**config.mk**
```make
export PLATFORM = sky130hd
export DESIGN_NAME = gpib_regfile
export DESIGN_NICKNAME = d
export VERILOG_FILES = /design/src/rtl/gpib_rf_pkg.sv /design/src/rtl/gpib_aux_decode.sv /design/src/rtl/gpib_status.sv /design/src/rtl/gpib_regfile.sv
export SDC_FILE = /design/constraint.sdc
export NUM_CORES = 1
export LEC_CHECK = 0
export BUFFER_PORTS_ARGS = -buffer_cell sky130_fd_sc_hd__buf_2
export CAP_MARGIN = 20
export CORE_MARGIN = 4
export CORE_UTILIZATION = 54
export CTS_CLUSTER_DIAMETER = 50
export DETAILED_ROUTE_END_ITERATION = 12
export MAX_ROUTING_LAYER = met4
export PLACE_DENSITY_LB_ADDON = 0.08
export REMOVE_ABC_BUFFERS = 1
export SLEW_MARGIN = 20
export SYNTH_ARGS = -nofsm -noshare
export SYNTH_HDL_FRONTEND = slang
export SYNTH_SLANG_ARGS = --single-unit
export TNS_END_PERCENT = 10
```
**constraint.sdc**
```tcl
create_clock -name clk -period 4.3 [get_ports clk]
set_clock_uncertainty 0.1 [all_clocks]
set_input_delay 0.43 -clock clk [delete_from_list [all_inputs] [get_ports clk]]
set_output_delay 0.43 -clock clk [all_outputs]
set_load 0.03 [all_outputs]
```
**src/rtl/gpib_rf_pkg.sv**
```systemverilog
package gpib_rf_pkg;
  localparam int BYTE_W  = 8;
  localparam int ADDR_W  = 3;
  localparam int FIELD_W = 5;
  localparam int NUM_HID = 5;
  localparam int HID_W   = NUM_HID * FIELD_W;

  // register offsets (shared by read and write sides)
  localparam logic [ADDR_W-1:0] OFS_DATA = 3'd0;
  localparam logic [ADDR_W-1:0] OFS_ST1  = 3'd1;
  localparam logic [ADDR_W-1:0] OFS_ST2  = 3'd2;
  localparam logic [ADDR_W-1:0] OFS_SPOL = 3'd3;
  localparam logic [ADDR_W-1:0] OFS_MODE = 3'd4;
  localparam logic [ADDR_W-1:0] OFS_AUX  = 3'd5;
  localparam logic [ADDR_W-1:0] OFS_ADR  = 3'd6;
  localparam logic [ADDR_W-1:0] OFS_EOS  = 3'd7;
  localparam logic [ADDR_W-1:0] OFS_MSK1 = 3'd1;
  localparam logic [ADDR_W-1:0] OFS_MSK2 = 3'd2;

  // immediate auxiliary codes (low five bits, group 000)
  localparam logic [FIELD_W-1:0] IMM_ONLINE = 5'o00;
  localparam logic [FIELD_W-1:0] IMM_RESET  = 5'o02;
  localparam logic [FIELD_W-1:0] IMM_LAST   = 5'o06;
  localparam logic [FIELD_W-1:0] IMM_TAKE   = 5'o21;
  localparam logic [FIELD_W-1:0] IMM_STBY   = 5'o20;
  localparam logic [FIELD_W-1:0] IMM_PPOLL  = 5'o35;
  localparam logic [FIELD_W-1:0] IMM_IFC_ON = 5'o36;
  localparam logic [FIELD_W-1:0] IMM_IFC_OF = 5'o26;
  localparam logic [FIELD_W-1:0] IMM_REN_ON = 5'o37;
  localparam logic [FIELD_W-1:0] IMM_REN_OF = 5'o27;

  // status bit positions
  localparam int S1_DIN  = 0;
  localparam int S1_DOUT = 1;
  localparam int S1_END  = 4;
  localparam int S2_CMD  = 3;
  localparam int S2_SRQ  = 6;

  typedef struct packed {
    logic online, reset, last, take, stby, ppoll, ifc_on, ifc_of, ren_on, ren_of;
  } imm_cmd_t;
endpackage

```
**src/rtl/gpib_aux_decode.sv**
```systemverilog
module gpib_aux_decode
  import gpib_rf_pkg::*;
(
  input  logic               wr,
  input  logic [BYTE_W-1:0]  aux_byte,
  output imm_cmd_t           imm,
  output logic [NUM_HID-1:0] hid_ld,
  output logic [FIELD_W-1:0] field
);
  assign field = aux_byte[FIELD_W-1:0];

  always_comb begin
    imm    = '0;
    hid_ld = '0;
    if (wr) begin
      case (aux_byte[BYTE_W-1:FIELD_W])
        3'b000: begin
          case (field)
            IMM_ONLINE: imm.online = 1'b1;
            IMM_RESET:  imm.reset  = 1'b1;
            IMM_LAST:   imm.last   = 1'b1;
            IMM_TAKE:   imm.take   = 1'b1;
            IMM_STBY:   imm.stby   = 1'b1;
            IMM_PPOLL:  imm.ppoll  = 1'b1;
            IMM_IFC_ON: imm.ifc_on = 1'b1;
            IMM_IFC_OF: imm.ifc_of = 1'b1;
            IMM_REN_ON: imm.ren_on = 1'b1;
            IMM_REN_OF: imm.ren_of = 1'b1;
            default: ;
          endcase
        end
        3'b001:  hid_ld[0] = 1'b1;
        3'b011:  hid_ld[1] = 1'b1;
        3'b100:  hid_ld[2] = 1'b1;
        3'b101:  hid_ld[3] = 1'b1;
        3'b110:  hid_ld[4] = 1'b1;
        default: ;
      endcase
    end
  end
endmodule

```
**src/rtl/gpib_status.sv**
```systemverilog
module gpib_status
  import gpib_rf_pkg::*;
(
  input  logic              clk,
  input  logic              rst_n,
  input  logic              clr,
  input  logic              ev_rx,
  input  logic              ev_rx_end,
  input  logic              ev_ack,
  input  logic              ack_cmd,
  input  logic              ev_srq,
  input  logic              do_write,
  input  logic              rd_din,
  input  logic              rd_st1,
  input  logic              rd_st2,
  input  logic [BYTE_W-1:0] mask1,
  input  logic [BYTE_W-1:0] mask2,
  output logic [BYTE_W-1:0] st1,
  output logic [BYTE_W-1:0] st2,
  output logic              irq
);
  logic din_q, dout_q, end_q, cmd_q, srq_q;
  logic din_nx, dout_nx, end_nx, cmd_nx, srq_nx;

  always_comb begin
    if (clr) begin
      din_nx = 1'b0; dout_nx = 1'b1; end_nx = 1'b0; cmd_nx = 1'b0; srq_nx = 1'b0;
    end else begin
      din_nx  = ev_rx | (din_q & ~rd_din);
      dout_nx = do_write ? 1'b0 : (ev_ack | dout_q);
      end_nx  = (ev_rx & ev_rx_end) | (end_q & ~rd_st1);
      cmd_nx  = (ev_ack & ack_cmd) | (cmd_q & ~rd_st2);
      srq_nx  = ev_srq | (srq_q & ~rd_st2);
    end
  end

  always_ff @(posedge clk or negedge rst_n) begin
    if (!rst_n) begin
      din_q <= 1'b0; dout_q <= 1'b1; end_q <= 1'b0; cmd_q <= 1'b0; srq_q <= 1'b0;
    end else begin
      din_q <= din_nx; dout_q <= dout_nx; end_q <= end_nx; cmd_q <= cmd_nx; srq_q <= srq_nx;
    end
  end

  always_comb begin
    st1 = '0;
    st2 = '0;
    st1[S1_DIN]  = din_q;
    st1[S1_DOUT] = dout_q;
    st1[S1_END]  = end_q;
    st2[S2_CMD]  = cmd_q;
    st2[S2_SRQ]  = srq_q;
  end

  assign irq = |(st1 & mask1) | |(st2 & mask2);

  // a clearing read with no new request leaves the request bit clear
  a_r9_srq_single: assert property (@(posedge clk) disable iff (!rst_n)
    (rd_st2 && !ev_srq && !clr) |=> !srq_q);
  // reading data in clears data-in-ready unless a new byte lands
  a_r8_din_clear: assert property (@(posedge clk) disable iff (!rst_n)
    (rd_din && !ev_rx && !clr) |=> !din_q);
  // a data-out write leaves data-out-ready low on the next cycle
  a_r6_dout_clear: assert property (@(posedge clk) disable iff (!rst_n)
    (do_write && !clr) |=> !dout_q);
endmodule

```
**src/rtl/gpib_regfile.sv**
```systemverilog
module gpib_regfile
  import gpib_rf_pkg::*;
(
  input  logic              clk,
  input  logic              rst_n,
  input  logic              wr_en,
  input  logic              rd_en,
  input  logic [ADDR_W-1:0] addr,
  input  logic [BYTE_W-1:0] wdata,
  output logic [BYTE_W-1:0] rdata,
  output logic              irq,
  output logic              tx_strobe,
  output logic [BYTE_W-1:0] tx_byte,
  output logic              tx_cmd,
  output logic              tx_eoi,
  input  logic              eng_tx_ack,
  input  logic              eng_rx_valid,
  input  logic [BYTE_W-1:0] eng_rx_byte,
  input  logic              eng_rx_end,
  input  logic              eng_srq,
  input  logic [BYTE_W-1:0] pp_resp,
  output logic              pp_exec,
  output logic              atn_o,
  output logic              ifc_o,
  output logic              ren_o,
  output logic              online_o,
  output logic [BYTE_W-1:0] mode_o,
  output logic [BYTE_W-1:0] eos_o,
  output logic [HID_W-1:0]  hid_cfg
);
  localparam int SLOT_W = BYTE_W - 1;

  // reset: asserted asynchronously, released on a clock edge
  logic rs_a, rs_n;
  always_ff @(posedge clk or negedge rst_n) begin
    if (!rst_n) begin
      rs_a <= 1'b0; rs_n <= 1'b0;
    end else begin
      rs_a <= 1'b1; rs_n <= rs_a;
    end
  end

  // write and read strobes
  logic wr_dout, wr_m1, wr_m2, wr_spol, wr_mode, wr_aux, wr_adr, wr_eos;
  logic rd_din, rd_st1, rd_st2;
  assign wr_dout = wr_en && addr == OFS_DATA;
  assign wr_m1   = wr_en && addr == OFS_MSK1;
  assign wr_m2   = wr_en && addr == OFS_MSK2;
  assign wr_spol = wr_en && addr == OFS_SPOL;
  assign wr_mode = wr_en && addr == OFS_MODE;
  assign wr_aux  = wr_en && addr == OFS_AUX;
  assign wr_adr  = wr_en && addr == OFS_ADR;
  assign wr_eos  = wr_en && addr == OFS_EOS;
  assign rd_din  = rd_en && addr == OFS_DATA;
  assign rd_st1  = rd_en && addr == OFS_ST1;
  assign rd_st2  = rd_en && addr == OFS_ST2;

  imm_cmd_t           imm;
  logic [NUM_HID-1:0] hid_ld;
  logic [FIELD_W-1:0] aux_field;
  logic               clr;

  gpib_aux_decode u_dec (
    .wr(wr_aux), .aux_byte(wdata), .imm(imm), .hid_ld(hid_ld), .field(aux_field)
  );
  assign clr = imm.reset;

  // hidden configuration fields
  for (genvar g = 0; g < NUM_HID; g++) begin : g_hid
    logic [FIELD_W-1:0] q, nx;
    always_comb nx = clr ? '0 : (hid_ld[g] ? aux_field : q);
    always_ff @(posedge clk or negedge rs_n) begin
      if (!rs_n) q <= '0;
      else       q <= nx;
    end
    assign hid_cfg[g*FIELD_W +: FIELD_W] = q;
  end

  // visible registers and control state
  logic [BYTE_W-1:0] msk1_q, msk2_q, spol_q, mode_q, eos_q, din_q;
  logic [SLOT_W-1:0] slot0_q, slot1_q;
  logic              atn_q, ifc_q, ren_q, onl_q, last_q, srqd_q, pp_q;
  logic              txs_q, txc_q, txe_q;
  logic [BYTE_W-1:0] txb_q;

  logic [BYTE_W-1:0] msk1_nx, msk2_nx, spol_nx, mode_nx, eos_nx, din_nx;
  logic [SLOT_W-1:0] slot0_nx, slot1_nx;
  logic              atn_nx, ifc_nx, ren_nx, onl_nx, last_nx, pp_nx;
  logic              txs_nx, txc_nx, txe_nx;
  logic [BYTE_W-1:0] txb_nx;

  logic ev_rx, ev_ack, ev_srq, do_write;
  assign ev_rx    = onl_q & eng_rx_valid;
  assign ev_ack   = onl_q & eng_tx_ack;
  assign ev_srq   = onl_q & eng_srq & ~srqd_q;
  assign do_write = onl_q & wr_dout;

  always_comb begin
    msk1_nx  = wr_m1   ? wdata : msk1_q;
    msk2_nx  = wr_m2   ? wdata : msk2_q;
    spol_nx  = wr_spol ? wdata : spol_q;
    mode_nx  = wr_mode ? wdata : mode_q;
    eos_nx   = wr_eos  ? wdata : eos_q;
    slot0_nx = (wr_adr && !wdata[BYTE_W-1]) ? wdata[SLOT_W-1:0] : slot0_q;
    slot1_nx = (wr_adr &&  wdata[BYTE_W-1]) ? wdata[SLOT_W-1:0] : slot1_q;
    din_nx   = ev_rx ? eng_rx_byte : din_q;
    atn_nx   = imm.take | (atn_q & ~imm.stby);
    ifc_nx   = imm.ifc_on | (ifc_q & ~imm.ifc_of);
    ren_nx   = imm.ren_on | (ren_q & ~imm.ren_of);
    onl_nx   = imm.online | onl_q;
    last_nx  = imm.last | (last_q & ~do_write);
    pp_nx    = imm.ppoll;
    txs_nx   = do_write;
    txb_nx   = do_write ? wdata  : txb_q;
    txc_nx   = do_write ? atn_q  : txc_q;
    txe_nx   = do_write ? last_q : txe_q;
    if (clr) begin
      msk1_nx = '0; msk2_nx = '0; spol_nx = '0; mode_nx = '0; eos_nx = '0; din_nx = '0;
      slot0_nx = '0; slot1_nx = '0;
      atn_nx = 1'b0; ifc_nx = 1'b0; ren_nx = 1'b0; onl_nx = 1'b0; last_nx = 1'b0;
      pp_nx = 1'b0; txs_nx = 1'b0; txb_nx = '0; txc_nx = 1'b0; txe_nx = 1'b0;
    end
  end

  always_ff @(posedge clk or negedge rs_n) begin
    if (!rs_n) begin
      msk1_q <= '0; msk2_q <= '0; spol_q <= '0; mode_q <= '0; eos_q <= '0; din_q <= '0;
      slot0_q <= '0; slot1_q <= '0;
      atn_q <= 1'b0; ifc_q <= 1'b0; ren_q <= 1'b0; onl_q <= 1'b0; last_q <= 1'b0;
      srqd_q <= 1'b0; pp_q <= 1'b0;
      txs_q <= 1'b0; txb_q <= '0; txc_q <= 1'b0; txe_q <= 1'b0;
    end else begin
      msk1_q <= msk1_nx; msk2_q <= msk2_nx; spol_q <= spol_nx; mode_q <= mode_nx;
      eos_q <= eos_nx; din_q <= din_nx; slot0_q <= slot0_nx; slot1_q <= slot1_nx;
      atn_q <= atn_nx; ifc_q <= ifc_nx; ren_q <= ren_nx; onl_q <= onl_nx; last_q <= last_nx;
      srqd_q <= eng_srq; pp_q <= pp_nx;
      txs_q <= txs_nx; txb_q <= txb_nx; txc_q <= txc_nx; txe_q <= txe_nx;
    end
  end

  logic [BYTE_W-1:0] st1, st2;

  gpib_status u_stat (
    .clk(clk), .rst_n(rs_n), .clr(clr),
    .ev_rx(ev_rx), .ev_rx_end(eng_rx_end), .ev_ack(ev_ack), .ack_cmd(txc_q),
    .ev_srq(ev_srq), .do_write(do_write),
    .rd_din(rd_din), .rd_st1(rd_st1), .rd_st2(rd_st2),
    .mask1(msk1_q), .mask2(msk2_q), .st1(st1), .st2(st2), .irq(irq)
  );

  always_comb begin
    case (addr)
      OFS_DATA: rdata = din_q;
      OFS_ST1:  rdata = st1;
      OFS_ST2:  rdata = st2;
      OFS_SPOL: rdata = spol_q;
      OFS_MODE: rdata = {4'b0000, ren_q, ifc_q, atn_q, onl_q};
      OFS_AUX:  rdata = pp_resp;
      OFS_ADR:  rdata = {1'b0, slot0_q};
      default:  rdata = {1'b0, slot1_q};
    endcase
  end

  assign tx_strobe = txs_q;
  assign tx_byte   = txb_q;
  assign tx_cmd    = txc_q;
  assign tx_eoi    = txe_q;
  assign pp_exec   = pp_q;
  assign atn_o     = atn_q;
  assign ifc_o     = ifc_q;
  assign ren_o     = ren_q;
  assign online_o  = onl_q;
  assign mode_o    = mode_q;
  assign eos_o     = eos_q;

  // take-control raises attention on the next cycle
  a_r3_take_sets_atn: assert property (@(posedge clk) disable iff (!rs_n)
    imm.take |=> atn_o);
  // interface clear only rises after its set command
  a_r3_ifc_rise: assert property (@(posedge clk) disable iff (!rs_n)
    $rose(ifc_o) |-> $past(imm.ifc_on));
  // no outgoing strobe unless the chip was online at the write
  a_r11_strobe_online: assert property (@(posedge clk) disable iff (!rs_n)
    tx_strobe |-> $past(online_o));
  // reserved group 010 leaves every hidden field unchanged
  a_r4_reserved_group: assert property (@(posedge clk) disable iff (!rs_n)
    (wr_aux && wdata[BYTE_W-1:FIELD_W] == 3'b010) |=> $stable(hid_cfg));
endmodule

```
==> out/qor.yml, run 1 <==
cts:
  cts_repair_resize_count: 0
  clock_sinks: 101
  cts_setup_buffers: 0
  clk_pin_slew_worst_paths_ns: 0.09
  cts_inserted_buffers: 9
  cts_root_buf: "clkbuf_8"
  clock_latency_ns: 0.36
  cts_buffer_depth: 2
  cts_tree: "built"
  htree_levels: 3
finish:
  fill_cells: 747
  nets: 621
  drive_above_1_share: 0.217
  final_cell_mix: "nand2_1 (153), buf_2 (100), dfrtp_1 (99), o21ai_0 (45), a21oi_1 (25)"
  final_common_cell: "nand2_1"
  antenna_cells: 0
  final_util: 0.635
  syn_to_final_growth_pct: 12.7
yosys:
  synth_area_mm2: 0.00470
  synth-async-reset-ratio: 1.00
  ys.flop_type: "dfrtp_1"
  synthCells: 511
  yosysSeqAreaShare: 0.538
  synth_edf_count: 0
  yosysWarnings: 0
  ys_types: 49
  postSynthAreaPerCell_um2: 9.20
  ys_ff_latch: 101
placed_design:
  post-place-ws_ns: 1.54
  port_buffers: 100
  gp_congestion: 0.826
  dp_hpwl_mm: 8.05
job:
  max_cap_violations: 0
timing:
  slew_headroom: 0.416
  whs_ns: 0.0870
  hold_viol: 0
  fin_crit_sh: 0.607
  fin_tns_setup_ns: 0
  fmax_ghz: 0.383
  slew_violations: 0
  rsz0062_at_grt: "no"
  worst_pin_slew_ns: 0.870
  final.min_clock_period_ns: 2.61
  fin_ws_ns: 1.69
  finalSetupViolCount: 0
worst_setup_path:
  path_buf_inv: 2
  reg2regPathDepth: 4
  critPathLaunch: "online_o"
  reg2reg_to: "tx_eoi"
  critPathKind: "register to output pin"
  endpoint_kind: "output pin"
  worstPathCellList: "inv_1 -> o311a_1 -> a2bb2oi_1 -> a31oi_1 -> buf_2"
  ff2ff_setup_slack_ns: 2.51
  crit_path_max_fanout: 16
  cp.required_ns: 3.77
  startpoint_type: "register"
  slowest_stage: "dfrtp_1"
  cp.arrival_ns: 2.08
  r2r-start: "online_o"
  critical-path-top-delay-family: "flip-flops"
  cp_slowest_stage_delay_ns: 0.71
global_route:
  grt_use_total: 0.250
  grt_max_degree: 67
  overflow: 0
  grt_pass1_vias: 3858
  antenna_found_initial: 0
  grt_pass1_wl_mm: 19.5
hold_path:
  hold_end: "srqd_q"
  hold_path.class: "input pin to register"
  whs_path_depth: 1
  holdCritStartpoint: "eng_srq"
die:
  num_rows: 33
  ios: 101
  initial_core_util: 0.564
  fp.dieArea_mm2: 0.0103
  dieHeight_um: 101
  die_w_um: 101
  core_area_mm2: 0.00834
routing:
  ant_nets: 0
  dr.pass1.iters: 5
  drtIter0Drc: 256
  via_count: 3971
  drc: 0
  routedWlPerCell_um: 17.4
  viasPerCell: 5.71
  wl_mm: 12.1
power:
  irDropWorstVdd_uv: 274
  p_leak_nw: 2.54
  powerDensity_mw_per_mm2: 419
status:
  status: "finished, final reports clean"
cell usage after synthesis (4+ instances only):
master / n / area (um2)
nor2_1: 20 / 75.1
clkbuf_2: 6 / 30.0
mux2_2: 4 / 45.0
o2bb2ai_1: 6 / 52.6
a22oi_1: 6 / 45.0
o21ai_0: 45 / 225
buf_2: 9 / 45.0
o22ai_1: 23 / 144
nand3_1: 15 / 75.1
nor2b_1: 9 / 56.3
nand2_1: 153 / 574
dfrtp_1: 100 / 2500
buf_6: 8 / 90.1
nand2b_1: 4 / 25.0
clkbuf_1: 10 / 37.5
inv_1: 4 / 15.0
nor3_1: 8 / 40.0
mux2i_1: 8 / 80.1
a21oi_1: 25 / 125
per-layer routing:
metal | up-vias | wire, um | GRT usage
met5 | - | 0 | -
met4 | 0 | 238 | 0.0798
met3 | 22 | 633 | 0.0358
met2 | 129 | 5570 | 0.367
met1 | 1923 | 5650 | 0.362
li1 | 1897 | - | -
worst register-to-register path: stages (launching register included):
cell and delay [ns]:
dfrtp_1 0.71, nand3_2 0.43, clkinv_1 0.29, nand2_1 0.09, o21ai_0 0.09
state kept, by name, indices dropped and copies added (netlist names), 2 cells and up:
| register | cells |
|---|---|
| eos_o | 8 |
| msk2_q | 2 |
| slot0_q | 7 |
| msk1_q | 3 |
| din_q | 8 |
| g_hid.q | 25 |
| tx_byte | 8 |
| spol_q | 8 |
| mode_o | 8 |
| slot1_q | 7 |
through the flow:
step | total power, mW | cells | area [um2]
6_report | 2.22 | 696 | 5300
5_1_grt | 2.34 | 696 | 5300
4_1_cts | 2.24 | 696 | 5300
3_5_place_dp | 1.72 | 679 | 5130
3_3_place_gp | 1.70 | 679 | 5130
2_1_floorplan | 1.52 | 472 | 4470
layout make-up:
class	instances	area, um2	area share
Multi-Input combinational cell	364	1910	0.361
Timing Repair Buffer	103	538	0.102
Sequential cell	101	2530	0.478
Clock inverter	4	25.0	0.00472
Clock buffer	12	135	0.0255
Inverter	7	26.3	0.00496
Tap cell	105	131	0.0248
logic make-up (layout without fill, tap and decap cells):
| group | after synthesis | after routing | synth area share |
|---|---|---|---|
| other | 1 | 1 | 0.000798 |
| multiplexers | 15 | 15 | 0.0410 |
| buffers and inverters | 46 | 126 | 0.0559 |
| flip-flops | 101 | 101 | 0.538 |
| AO/OA/AOI/OAI | 118 | 118 | 0.149 |
| AND/OR/NAND/NOR | 230 | 230 | 0.216 |
worst max path at each step:
stage	end	slack (ns)	cells after the start
2_1_floorplan	atn_o	1.18	0
3_3_place_gp	slot1_q[0]	1.63	6
4_1_cts	rdata[0]	1.70	5
3_5_place_dp	spol_q[0]	1.54	6
6_report	rdata[0]	1.69	5
5_1_grt	rdata[0]	1.56	5
repair_timing:
action | in CTS | in global routing
endpoints found under the setup margin | 0 | 0
hold buffers | 1 | 0
hold endpoints to repair | 2 | 0
power breakdown:
group / internal (mW) / total (mW) / switching (mW)
Clock: 0.210 / 0.520 / 0.311
Combinational: 0.169 / 0.528 / 0.359
Sequential: 1.08 / 1.17 / 0.0867
Total: 1.46 / 2.22 / 0.756
Note: power is estimated with default switching activity, not from simulation.
==> run 2: changes to the inputs <==
--- a/config.mk
+++ b/config.mk
@@ -8,7 +8,7 @@
 export BUFFER_PORTS_ARGS = -buffer_cell sky130_fd_sc_hd__buf_2
 export CAP_MARGIN = 20
 export CORE_MARGIN = 4
-export CORE_UTILIZATION = 54
+export CORE_UTILIZATION = 49
 export CTS_CLUSTER_DIAMETER = 50
 export DETAILED_ROUTE_END_ITERATION = 12
 export MAX_ROUTING_LAYER = met4
==> constraint.sdc (replaced) <==
create_clock -name clk -period 2.1 [get_ports clk]
set_clock_uncertainty 0.1 [all_clocks]
set_input_delay 0.21 -clock clk [delete_from_list [all_inputs] [get_ports clk]]
set_output_delay 0.21 -clock clk [all_outputs]
set_load 0.03 [all_outputs]
==> run 2 against run 1 <==
Total power grew 110%. Clock power grew 130%. Non-clock buffer count grew 25. Clock-buffer cell count shrank 3. Largest power group unchanged. Sequential power grew 100%. Critical endpoint is now rdata[1]. Combinational power grew 120%. Critical path type unchanged. Cell count grew 7.2%.
==> out/qor.yml, run 2 (synthesized netlist as in run 1, its figures left out) <==
finish:
  nets: 646  # +4.0%
  instances_no_fill: 746  # +7.2%
  final_common_cell: "nand2_1"
  drive_above_1_share: 0.244  # +0.0269
  final_util: 0.602  # -0.0334
  final_cell_mix: "nand2_1 (153), buf_2 (100), dfrtp_1 (99), o21ai_0 (45), a21oi_1 (25)"
  largest_reg_flops: 25  # unchanged
  top_register: "g_hid.q"
  final_area_mm2: 0.00559  # +5.5%
  syn_to_final_growth_pct: 18.9
cts:
  clk_pin_slew_worst_paths_ns: 0.11  # +0.02 ns
  cts_repair_resize_count: 0  # unchanged
  clock_sinks: 101  # unchanged
  cts_buffer_depth: 2  # unchanged
  clock_latency_ns: 0.36  # about the same
  cts_inserted_buffers: 9  # unchanged
  htree_levels: 3  # unchanged
  cts_root_buf: "clkbuf_8"
  cts_tree: "built"
hold_path:
  whs_path_depth: 3  # +2
  hold_end: "u_stat.end_q"
  hold_path.class: "input pin to register"
  holdCritStartpoint: "eng_rx_end"
timing:
  rsz0062_at_grt: "no"
  final.min_clock_period_ns: 2.02
  slew_violations: 0  # unchanged
  fin_crit_sh: 0.961
  whs_ns: 0.0164  # -0.0706 ns
  fin_tns_setup_ns: 0  # unchanged
  fmax_ghz: 0.496
  finalSetupViolCount: 0  # unchanged
  hold_viol: 0  # unchanged
  fin_ws_ns: 0.0827  # -1.61 ns
die:
  dieHeight_um: 106  # +4.6%
  num_rows: 35  # +6.1%
  ios: 101  # unchanged
  core_area_mm2: 0.00928  # +11%
  die_w_um: 106  # +4.6%
  initial_core_util: 0.506  # -0.0573
  fp.dieArea_mm2: 0.0112  # +9.4%
routing:
  ant_nets: 0  # unchanged
  via_count: 4118  # +3.7%
  wl_mm: 12.9  # +6.5%
  drc: 0  # unchanged
  dr.pass1.iters: 5  # unchanged
  drtIter0Drc: 274  # +7.0%
  routedWlPerCell_um: 17.2  # -0.67%
  viasPerCell: 5.52  # -3.2%
status:
  status: "finished, final reports clean"
placed_design:
  port_buffers: 100  # unchanged
  dp_hpwl_mm: 8.77  # +8.9%
  post-place-ws_ns: 0.211  # -1.33 ns
  gp_congestion: 0.841  # +1.8%
  place_area_mm2: 0.00533  # +3.9%
  dp_cells: 722  # +6.3%
global_route:
  overflow: 0  # unchanged
  antenna_found_initial: 1  # +1
  grt_use_total: 0.244  # -0.00688
  grt_pass1_wl_mm: 21.3  # +8.9%
  grt_pass1_vias: 4060  # +5.2%
  grt_max_degree: 55  # -18%
worst_setup_path:
  r2r-start: "online_o"
  reg2reg_to: "tx_cmd"
  endpoint_kind: "output pin"
  cp_slowest_stage_delay_ns: 0.50  # -0.21 ns
  worstPathCellList: "mux4_2 -> nor2_1 -> a21oi_1 -> buf_2"
  reg2regPathDepth: 5  # +1
  cp.arrival_ns: 1.71  # -0.37 ns
  slowest_stage: "mux4_2"
  ff2ff_setup_slack_ns: 0.75  # -1.76 ns
  critPathKind: "register to output pin"
  crit_path_max_fanout: 4  # -12
  startpoint_type: "register"
  cp.required_ns: 1.79  # -1.98 ns
  critPathLaunch: "atn_o"
job:
  max_cap_violations: 0  # unchanged
power:
  p_leak_nw: 2.69  # +5.8%
  irDropWorstVdd_uv: 485  # +77%
  powerDensity_mw_per_mm2: 843  # +100%
  power_mw: 4.71  # +110%
==> run 2: changes by cell type in the layout (fill, tap and decap cells not counted), sizes merged <==
cell and delta:
buf +19, clkbuf -3, clkinv +1, clkinvlp -2
diode +1, dlygate4sd3 +6, inv +4
==> run 2: per-layer routing <==
metal | global-route usage | share of wire
met1 | 0.351 | 0.47
met2 | 0.367 | 0.47
met3 | 0.0395 | 0.050
met4 | 0.0546 | 0.010
met5 | - | 0
==> run 2: cell type report <==
type	instances	area [um2]
diodes	1	2.50
repair buffers	128	766
fillers	873	3690
multi-input cells	364	1910
clock buffers	9	124
well taps	129	161
flip-flops and latches	101	2530
clock inverters	7	65.1
inverters	7	26.3
==> run 2: power breakdown <==
group          total (mW)  leakage (nW)  internal [mW]  switching (mW)
clock                1.19        0.0978          0.459           0.735
combinational        1.14          1.31          0.373           0.763
sequential           2.38          1.28           2.22           0.163
total                4.71          2.69           3.05            1.66
==> run 2: worst max-delay path: cells and delay by family, from the launching register on <==
kind / cells / cell delay, ns
muxes: 1 / 0.50
DFF: 1 / 0.45
buffers and inverters: 1 / 0.19
AOI/OAI and AO/OA: 1 / 0.05
and+or+nand+nor: 1 / 0.14
==> run 2: worst max path at each step <==
stage	endpoint	slack, ns	cells past startpoint
6_report	rdata[1]	0.08	4
5_1_grt	rdata[1]	0.03	4
4_1_cts	rdata[1]	0.08	4
3_5_place_dp	tx_cmd	0.21	6
3_3_place_gp	rdata[1]	0.29	5
2_1_floorplan	atn_o	-1.02	0
==> run 2: repair_timing <==
action | in CTS | in global routing
hold buffers | 7 | 0
setup endpoints to repair | 0 | 0
buffers inserted | 0 | 0
hold endpoints to repair | 8 | 0
